**src/rtl/tp_pkg.sv**
```systemverilog
package tp_pkg;
  typedef struct packed {
    logic wrEn;   // train components and histories
    logic dir;    // outcome to train with
    logic chInc;  // move chooser toward global
    logic chDec;  // move chooser toward local
  } strobe_t;
endpackage

```
**src/rtl/tp_satstep.sv**
```systemverilog
module tp_satstep #(
  parameter int W = 2
) (
  input  logic [W-1:0] cur,
  input  logic         up,
  output logic [W-1:0] nxt
);
  localparam logic [W-1:0] MAXV = '1;
  localparam logic [W-1:0] MINV = '0;

  always_comb begin
    if (up) nxt = (cur == MAXV) ? cur : cur + 1'b1;
    else    nxt = (cur == MINV) ? cur : cur - 1'b1;
  end
endmodule

```
**src/rtl/tp_ctrl.sv**
```systemverilog
module tp_ctrl (
  input  logic             resValid,
  input  logic             resTaken,
  input  logic             resGlobal,
  input  logic             resLocal,
  output tp_pkg::strobe_t  strobes
);
  logic disagree;

  always_comb begin
    disagree      = resGlobal ^ resLocal;
    strobes.wrEn  = resValid;
    strobes.dir   = resTaken;
    strobes.chInc = resValid && disagree && (resGlobal == resTaken);
    strobes.chDec = resValid && disagree && (resLocal == resTaken);
  end
endmodule

```
**src/rtl/tp_datapath.sv**
```systemverilog
module tp_datapath #(
  parameter int PC_W   = 32,
  parameter int GH_W   = 8,
  parameter int LIDX_W = 6,
  parameter int LH_W   = 8,
  parameter int GC_W   = 2,
  parameter int LC_W   = 3,
  parameter int CC_W   = 2
) (
  input  logic             clk,
  input  logic             rstN,
  input  logic [PC_W-1:0]  fetchPc,
  input  logic [PC_W-1:0]  resPc,
  input  tp_pkg::strobe_t  strobes,
  output logic             predTaken,
  output logic             resGlobal,
  output logic             resLocal,
  output logic [GH_W-1:0]  ghist
);
  localparam int G_N   = 1 << GH_W;
  localparam int LHT_N = 1 << LIDX_W;
  localparam int LP_N  = 1 << LH_W;
  localparam logic [GC_W-1:0] G_WNT = {1'b0, {(GC_W-1){1'b1}}};
  localparam logic [LC_W-1:0] L_WNT = {1'b0, {(LC_W-1){1'b1}}};
  localparam logic [CC_W-1:0] C_WNT = {1'b0, {(CC_W-1){1'b1}}};

  logic [GC_W-1:0] globTab    [G_N];
  logic [CC_W-1:0] chooserTab [G_N];
  logic [LH_W-1:0] lhtTab     [LHT_N];
  logic [LC_W-1:0] locTab     [LP_N];

  // fetch-side lookup
  logic [LIDX_W-1:0] fIdx;
  logic [LH_W-1:0]   fHist;
  logic              fGlob, fLoc, fSel;

  always_comb begin
    fIdx      = fetchPc[LIDX_W+1:2];
    fHist     = lhtTab[fIdx];
    fGlob     = globTab[ghist][GC_W-1];
    fLoc      = locTab[fHist][LC_W-1];
    fSel      = chooserTab[ghist][CC_W-1];
    predTaken = fSel ? fGlob : fLoc;
  end

  // resolve-side lookup
  logic [LIDX_W-1:0] rIdx;
  logic [LH_W-1:0]   rHist;
  logic [GC_W-1:0]   rGlobCnt, gNext;
  logic [LC_W-1:0]   rLocCnt, lNext;
  logic [CC_W-1:0]   rChCnt, cNext;

  always_comb begin
    rIdx      = resPc[LIDX_W+1:2];
    rHist     = lhtTab[rIdx];
    rGlobCnt  = globTab[ghist];
    rLocCnt   = locTab[rHist];
    rChCnt    = chooserTab[ghist];
    resGlobal = rGlobCnt[GC_W-1];
    resLocal  = rLocCnt[LC_W-1];
  end

  tp_satstep #(.W(GC_W)) uGStep (.cur(rGlobCnt), .up(strobes.dir),   .nxt(gNext));
  tp_satstep #(.W(LC_W)) uLStep (.cur(rLocCnt),  .up(strobes.dir),   .nxt(lNext));
  tp_satstep #(.W(CC_W)) uCStep (.cur(rChCnt),   .up(strobes.chInc), .nxt(cNext));

  always_ff @(posedge clk) begin
    if (!rstN) ghist <= '0;
    else if (strobes.wrEn) ghist <= {ghist[GH_W-2:0], strobes.dir};
  end

  always_ff @(posedge clk) begin
    if (!rstN) begin
      for (int i = 0; i < G_N; i++) globTab[i] <= G_WNT;
    end else if (strobes.wrEn) begin
      globTab[ghist] <= gNext;
    end
  end

  always_ff @(posedge clk) begin
    if (!rstN) begin
      for (int i = 0; i < G_N; i++) chooserTab[i] <= C_WNT;
    end else if (strobes.chInc || strobes.chDec) begin
      chooserTab[ghist] <= cNext;
    end
  end

  always_ff @(posedge clk) begin
    if (!rstN) begin
      for (int i = 0; i < LHT_N; i++) lhtTab[i] <= '0;
    end else if (strobes.wrEn) begin
      lhtTab[rIdx] <= {rHist[LH_W-2:0], strobes.dir};
    end
  end

  always_ff @(posedge clk) begin
    if (!rstN) begin
      for (int i = 0; i < LP_N; i++) locTab[i] <= L_WNT;
    end else if (strobes.wrEn) begin
      locTab[rHist] <= lNext;
    end
  end
endmodule

```
**src/rtl/tourney_predictor.sv**
```systemverilog
module tourney_predictor #(
  parameter int PC_W   = 32,
  parameter int GH_W   = 8,
  parameter int LIDX_W = 6,
  parameter int LH_W   = 8
) (
  input  logic            clk,
  input  logic            rstN,
  input  logic [PC_W-1:0] fetchPc,
  output logic            predTaken,
  input  logic            resValid,
  input  logic [PC_W-1:0] resPc,
  input  logic            resTaken
);
  tp_pkg::strobe_t strobes;
  logic            resGlobal, resLocal;
  logic [GH_W-1:0] ghist;

  tp_ctrl uCtrl (
    .resValid (resValid),
    .resTaken (resTaken),
    .resGlobal(resGlobal),
    .resLocal (resLocal),
    .strobes  (strobes)
  );

  tp_datapath #(
    .PC_W(PC_W), .GH_W(GH_W), .LIDX_W(LIDX_W), .LH_W(LH_W),
    .GC_W(2), .LC_W(3), .CC_W(2)
  ) uDp (
    .clk      (clk),
    .rstN     (rstN),
    .fetchPc  (fetchPc),
    .resPc    (resPc),
    .strobes  (strobes),
    .predTaken(predTaken),
    .resGlobal(resGlobal),
    .resLocal (resLocal),
    .ghist    (ghist)
  );
endmodule

```
**config.mk**
```make
export PLATFORM = sky130hd
export DESIGN_NAME = tourney_predictor
export DESIGN_NICKNAME = d
export VERILOG_FILES = /design/src/rtl/tp_pkg.sv /design/src/rtl/tp_satstep.sv /design/src/rtl/tp_ctrl.sv /design/src/rtl/tp_datapath.sv /design/src/rtl/tourney_predictor.sv
export SDC_FILE = /design/constraint.sdc
export NUM_CORES = 2
export LEC_CHECK = 0
export BUFFER_PORTS_ARGS = -buffer_cell sky130_fd_sc_hd__buf_2
export CAP_MARGIN = 0
export CORE_AREA = 3 3 486 488
export DETAILED_ROUTE_END_ITERATION = 7
export DIE_AREA = 0 0 489 491
export PLACE_DENSITY = 0.7
export SLEW_MARGIN = 20
export SYNTH_ARGS = -nofsm -noshare
export SYNTH_HDL_FRONTEND = slang
export SYNTH_SLANG_ARGS = --single-unit
```
**constraint.sdc**
```tcl
create_clock -name clk -period 6.23 [get_ports clk]
set_clock_uncertainty 0.05 [all_clocks]
set_input_delay 0.9345 -clock clk [delete_from_list [all_inputs] [get_ports clk]]
set_output_delay 0.9345 -clock clk [all_outputs]
set_load 0.02 [all_outputs]
```
-- After elaboration in Yosys (flattened, before gate mapping)
Memories as Yosys holds them, arrays and structs flattened. A register that Yosys moved wholly into a read port is not among the register bits.
Cells that the tools add are included.
- bits in registers: 8
- bits in writable memories: 2304
- memories kept: 4
- $add $sub $neg: 6
- equal/unequal tests: 5
- muxes and demuxes: 33
- bitwise logic cells: 1
- reductions and logical operators: 11
- memory list (memory ; words ; width ; read ports ; clocked after Yosys merged registers in ; wr ports ; line ; text):
    uDp.locTab ; 256 ; 3 ; 2 ; 0 ; 256 ; tp_datapath.sv:30 ; logic [LC_W-1:0] locTab [LP_N];
    uDp.chooserTab ; 256 ; 2 ; 1 ; 1 ; 256 ; tp_datapath.sv:28 ; logic [CC_W-1:0] chooserTab [G_N];
    uDp.globTab ; 256 ; 2 ; 1 ; 1 ; 256 ; tp_datapath.sv:27 ; logic [GC_W-1:0] globTab [G_N];
    uDp.lhtTab ; 64 ; 8 ; 2 ; 0 ; 64 ; tp_datapath.sv:29 ; logic [LH_W-1:0] lhtTab [LHT_N];
- operators by type and width (kind ; count):
    $mux W8 ; 8
    $mux W2 ; 8
    $mux W1 ; 12
    $mux W3 ; 4
    $reduce_or A8 Y1 ; 1
    $mux W6 ; 1
    $add A2 B1 Y2 const B ; 2
    $eq A2 B2 Y1 const B ; 2
    $logic_not A2 Y1 ; 2
    $reduce_or A2 Y1 ; 2
    $sub A2 B1 Y2 const B ; 2
    $add A3 B1 Y3 const B ; 1
    $eq A3 B3 Y1 const B ; 1
    $logic_and A1 B1 Y1 ; 3
    $logic_not A3 Y1 ; 1
    $reduce_or A3 Y1 ; 1
    $sub A3 B1 Y3 const B ; 1
    $eq A1 B1 Y1 ; 2
    $logic_or A1 B1 Y1 ; 1
    $xor A1 B1 Y1 ; 1

-- Depth between registers and ports, before layout
An unclocked memory read counts as a cell.
- depth after elaboration: 11
- gate-level depth with buffers: 33
- gate-level depth less buffers: 20

-- Modules after synthesis
A second synthesis with hierarchy kept.
- cell total of the unflattened synthesis: 9328
- area total of the unflattened synthesis: 113112.2 sq um
- by module, submodules not included (module ; instances ; cells each ; area an instance (sq um) ; seq. area each (sq um)):
    tp_datapath ; 1 ; 9295 ; 112877.0 ; 69506.7
    tp_satstep (uDp.uLStep) ; 1 ; 19 ; 131.4 ; 0.0
    tp_satstep (uDp.uCStep ...) ; 2 ; 3 ; 26.3 ; 0.0
    tp_ctrl ; 1 ; 8 ; 51.3 ; 0.0

-- Worst setup path before layout
OpenSTA, ideal clock, no wires.
- kind: input to output
- start point: input fetchPc[2]
- end point: output predTaken
- arrival time: 5.973 ns
- data required time: 5.245 ns
- path slack: -0.728 ns
- stages on the path: 12
- cells stage by stage: clkbuf_1 buf_2 clkbuf_1 buf_1 clkbuf_1 buf_1 mux4_2 mux4_2 mux4_2 nor3_1 nand3_1 o211ai_1
- cells in the longest elaborated chain, start to end: 3
- ends and longest elaborated chain (what ; line ; text):
    start, declared ; tourney_predictor.sv:9 ; input logic [PC_W-1:0] fetchPc,
    $mem_v2 Z64 W8 ; -- ;
    $mem_v2 Z256 W3 ; -- ;
    $mux W1 ; tp_datapath.sv:43 ; predTaken = fSel ? fGlob : fLoc;
    end, declared ; tourney_predictor.sv:10 ; output logic predTaken,
Every way passes these cells.

-- Worst setup path after layout
Ends and elaborated chain as after synthesis.

==> Implementation_results.wiki <==
{| class="wikitable"
! Metric !! Value
|-
| Number of nets with antenna violations after routing || 0
|-
| Final period utilization || 111%
|-
| Final Util || 57.5%
|-
| Detailed Routing Iterations Pass 1 || 7
|-
| Measured slew at the worst slew-check pin || roughly 1100 ps
|-
| Minimum period implied by the final worst setup slack || ~6900 ps
|-
| Clock H-tree levels || 4
|-
| Critical path startpoint category || input port
|-
| Cell leakage power || 42.7 nW
|-
| Main flop type after synthesis || sky130_fd_sc_hd__edfxtp_1
|-
| Post-place instance area || between 0.1 and 0.15 mm2
|-
| Cts bufs inserted || 235
|-
| Number of synthesis warnings || 0
|-
| Top routing layer used || met4
|-
| Maximum number of pins on one net before global-route repair || 190
|-
| Final routed wire length divided by cell count || 29.6 um
|-
| Post-Synthesis Cells || 9675
|-
| Starting density of the core || 50.0%
|-
| Global-route wire length before repair || 565 mm
|-
| Met2 Routed Length || approximately 180 mm
|-
| Floorplan die width || 489 um
|-
| Post-synth cell types || 90
|-
| Floorplan die area || around 0.24 mm2
|-
| Syn Nets || 9747
|-
| Initial DRC count || approximately 15k
|-
| Remaining design rule violation count || 0
|-
| Final #Nets || 9917
|-
| Clock latency of the later-clocked register in the worst-skew pair || between 900 and 1000 ps
|-
| Unrepaired setup endpoints after global routing || true
|-
| Endpoint kind of the worst setup timing path || output pin
|-
| Most instantiated library cell after synthesis || sky130_fd_sc_hd__edfxtp_1
|-
| Number of antenna violations at the first check in global routing || 18
|-
| Reported max-cap violation count || 0
|-
| Clock Sinks || 2320
|-
| Fin. max-slew vios || 0
|-
| Weighted congestion reported at the end of routability-driven placement || 1.04
|-
| Final WL || 388 mm
|-
| Root buf cell || sky130_fd_sc_hd__clkbuf_16
|-
| Area share of the largest cell type after synthesis || 59.6%
|-
| Worst Path Max Fanout || 11
|-
| Final setup violation count || 250
|-
| Final Hold Violating Endpoints || 0
|-
| Main area contributors after synthesis || sky130_fd_sc_hd__edfxtp_1 (60%), sky130_fd_sc_hd__mux4_2 (11%), sky130_fd_sc_hd__nand2_1 (4.9%)
|-
| Total core area || roughly 0.23 mm2
|-
| Hold_buf cts || 0
|-
| Data required time of the worst path || 5250 ps
|-
| Hold Worst Slack || 468 ps
|-
| Per-instance average area after synthesis || between 10 and 15 um2
|-
| Post-synth ARST share || 0%
|-
| Status || finished, violations left
|-
| Maximum VDD drop || about 0.00034 V
|-
| Count of state elements after synthesis || 2320
|-
| Cell row count || 177
|-
| HPWL after DPL || 265 mm
|-
| All-layer global routing usage || between 30% and 40%
|-
| Via count of the first global-routing pass || 85.9k
|-
| Sequential share of the synthesized area || 59.8%
|-
| Vias || 88.9k
|-
| Worst Path Class, Setup || in2out
|-
| Power density of the placed cells || 324 mW/mm2
|-
| Violated checks || setup timing
|-
| Die Ht || 491 um
|-
| I/O pins || between 60 and 70
|-
| Achievable frequency || between 0.1 and 0.15 GHz
|-
| Post-synthesis to final-layout area growth || 15.0%
|-
| Reg-to-reg slack, setup || 0 ps
|-
| Cell type with the largest total area after synthesis || sky130_fd_sc_hd__edfxtp_1
|-
| Average vias per placed instance || 6.78
|-
| Fraction of final layout cells sized beyond drive strength 1 || 21.3%
|-
| Post-route setup slack || -654 ps
|-
| Post-route design area || 0.134 mm2
|-
| Type of the worst min-delay path || in2reg
|-
| WL met1 || approximately 140 mm
|-
| TritonCTS clock tree || built
|-
| Commonest cells in the synthesized netlist || sky130_fd_sc_hd__edfxtp_1 (2304), sky130_fd_sc_hd__nand2_1 (1527), sky130_fd_sc_hd__nor2_1 (1428), sky130_fd_sc_hd__nand3_1 (833), sky130_fd_sc_hd__clkbuf_1 (686)
|-
| Overflow left after global routing || 0
|-
| Count of buffers from port buffering || 16
|-
| Fill count || 18.2k
|-
| Number of buffers on the longest clock path || 3
|-
| Critical Path AT || 5900 ps
|-
| Worst-path clk slew || 60 ps
|-
| Netlist area before placement || 0.116 mm2
|-
| Relative max-transition margin || 24.8%
|-
| Metal3 WL || 51.1 mm
|-
| Count of flip-flops with a built-in enable after synthesis || 2304
|}
==> worst max-delay path, stage by stage <==
cell,delay (ps)
sky130_fd_sc_hd__clkbuf_16,210
sky130_fd_sc_hd__buf_12,160
sky130_fd_sc_hd__mux4_2,550
sky130_fd_sc_hd__mux4_2,560
sky130_fd_sc_hd__mux4_4,750
sky130_fd_sc_hd__buf_12,210
sky130_fd_sc_hd__buf_12,130
sky130_fd_sc_hd__buf_8,130
sky130_fd_sc_hd__buf_12,140
sky130_fd_sc_hd__mux4_2,310
sky130_fd_sc_hd__o211ai_1,500
sky130_fd_sc_hd__nand3b_1,160
sky130_fd_sc_hd__a21oi_2,160
sky130_fd_sc_hd__nor2_2,60
sky130_fd_sc_hd__nand4_1,190
sky130_fd_sc_hd__o211ai_1,320
sky130_fd_sc_hd__buf_4,260
sky130_fd_sc_hd__buf_6,120
==> logic make-up after synthesis <==
group / share of synthesized area [%]
xor gates and xnor gates: 0.0291
AOI/OAI and AO/OA: 5.54
buffers and inverters: 4.16
and+or+nand+nor: 15.7
DFF: 59.8
muxes: 14.6
adders and majority gates: 0.0603
==> layout by cell type (no fill, tap or decap), types with 115 or more instances in the layout <==
master                         n
sky130_fd_sc_hd__nand3_1     831
sky130_fd_sc_hd__mux4_2      584
sky130_fd_sc_hd__buf_4       771
sky130_fd_sc_hd__nand2_1    1511
sky130_fd_sc_hd__buf_12      167
sky130_fd_sc_hd__nor3_1      115
sky130_fd_sc_hd__mux2i_1     307
sky130_fd_sc_hd__o21ai_0     502
sky130_fd_sc_hd__edfxtp_1   2304
sky130_fd_sc_hd__a21oi_1     117
sky130_fd_sc_hd__nor4_1      177
sky130_fd_sc_hd__clkbuf_16   243
sky130_fd_sc_hd__nor2_1     1385
==> sequential cells by signal, indices dropped and copies added, names as in the netlist, named ones only <==
signal          count
uDp.ghist           8
uDp.lhtTab        512
uDp.chooserTab    512
uDp.globTab       512
uDp.locTab        768
==> area by class of cell <==
| type | count | area [um2] | area share, % |
|---|---|---|---|
| antenna | 13 | 32.5 | 0.0244 |
| clock buffer | 280 | 6090 | 4.56 |
| clock inverter | 161 | 1740 | 1.30 |
| inverter | 19 | 71.3 | 0.0534 |
| multi-input combinational | 6286 | 42500 | 31.8 |
| sequential | 2320 | 69500 | 52.0 |
| tap | 3043 | 3810 | 2.85 |
| timing repair buffer | 983 | 9840 | 7.37 |
==> stage by stage <==
step	power, mW	setup TNS [ps]	instances	setup slack, ps
global placement	28.0	-1382640	12602	-1290
finish	43.3	-7270	13105	-654
detailed placement	28.1	-1486580	12602	-1240
CTS	42.5	-478	13062	-478
floorplan	23.2	0	9675	8.59
global route	44.2	-676	13094	-540
==> worst paths after layout <==
kind / start / endpoint / cells after the start
hold reg to reg: uDp.ghist[4]$_SDFFE_PN0P_ / flip-flop / 2
setup / recovery: fetchPc[2] / predTaken / 18
hold / removal: resValid / flip-flop / 3
setup reg to reg: uDp.lhtTab[23][0]$_SDFFCE_PN0P_ / uDp.locTab[242][0]$_SDFFCE_PN1P_ / 28
==> report_power, final <==
part	internal (mW)	leakage, nW	switching (mW)
registers	17.4	20.4	0.207
logic	3.75	18.5	7.35
clock network	8.21	3.81	6.31
==> routing by layer <==
layer / GRT usage, % / vias up
li1: - / 36457
met1: 42.0 / 43862
met2: 48.7 / 7207
met3: 7.49 / 1379
met4: 15.8 / 0
met5: 0 / -
==> repair_timing <==
action	4_1_cts	5_1_grt
gates cloned	2	6
resized for setup	54	53
buffers inserted	17	23
endpoints found under the setup margin	695	967
pin swaps	9	16
Power figures use the tool's default switching activity.
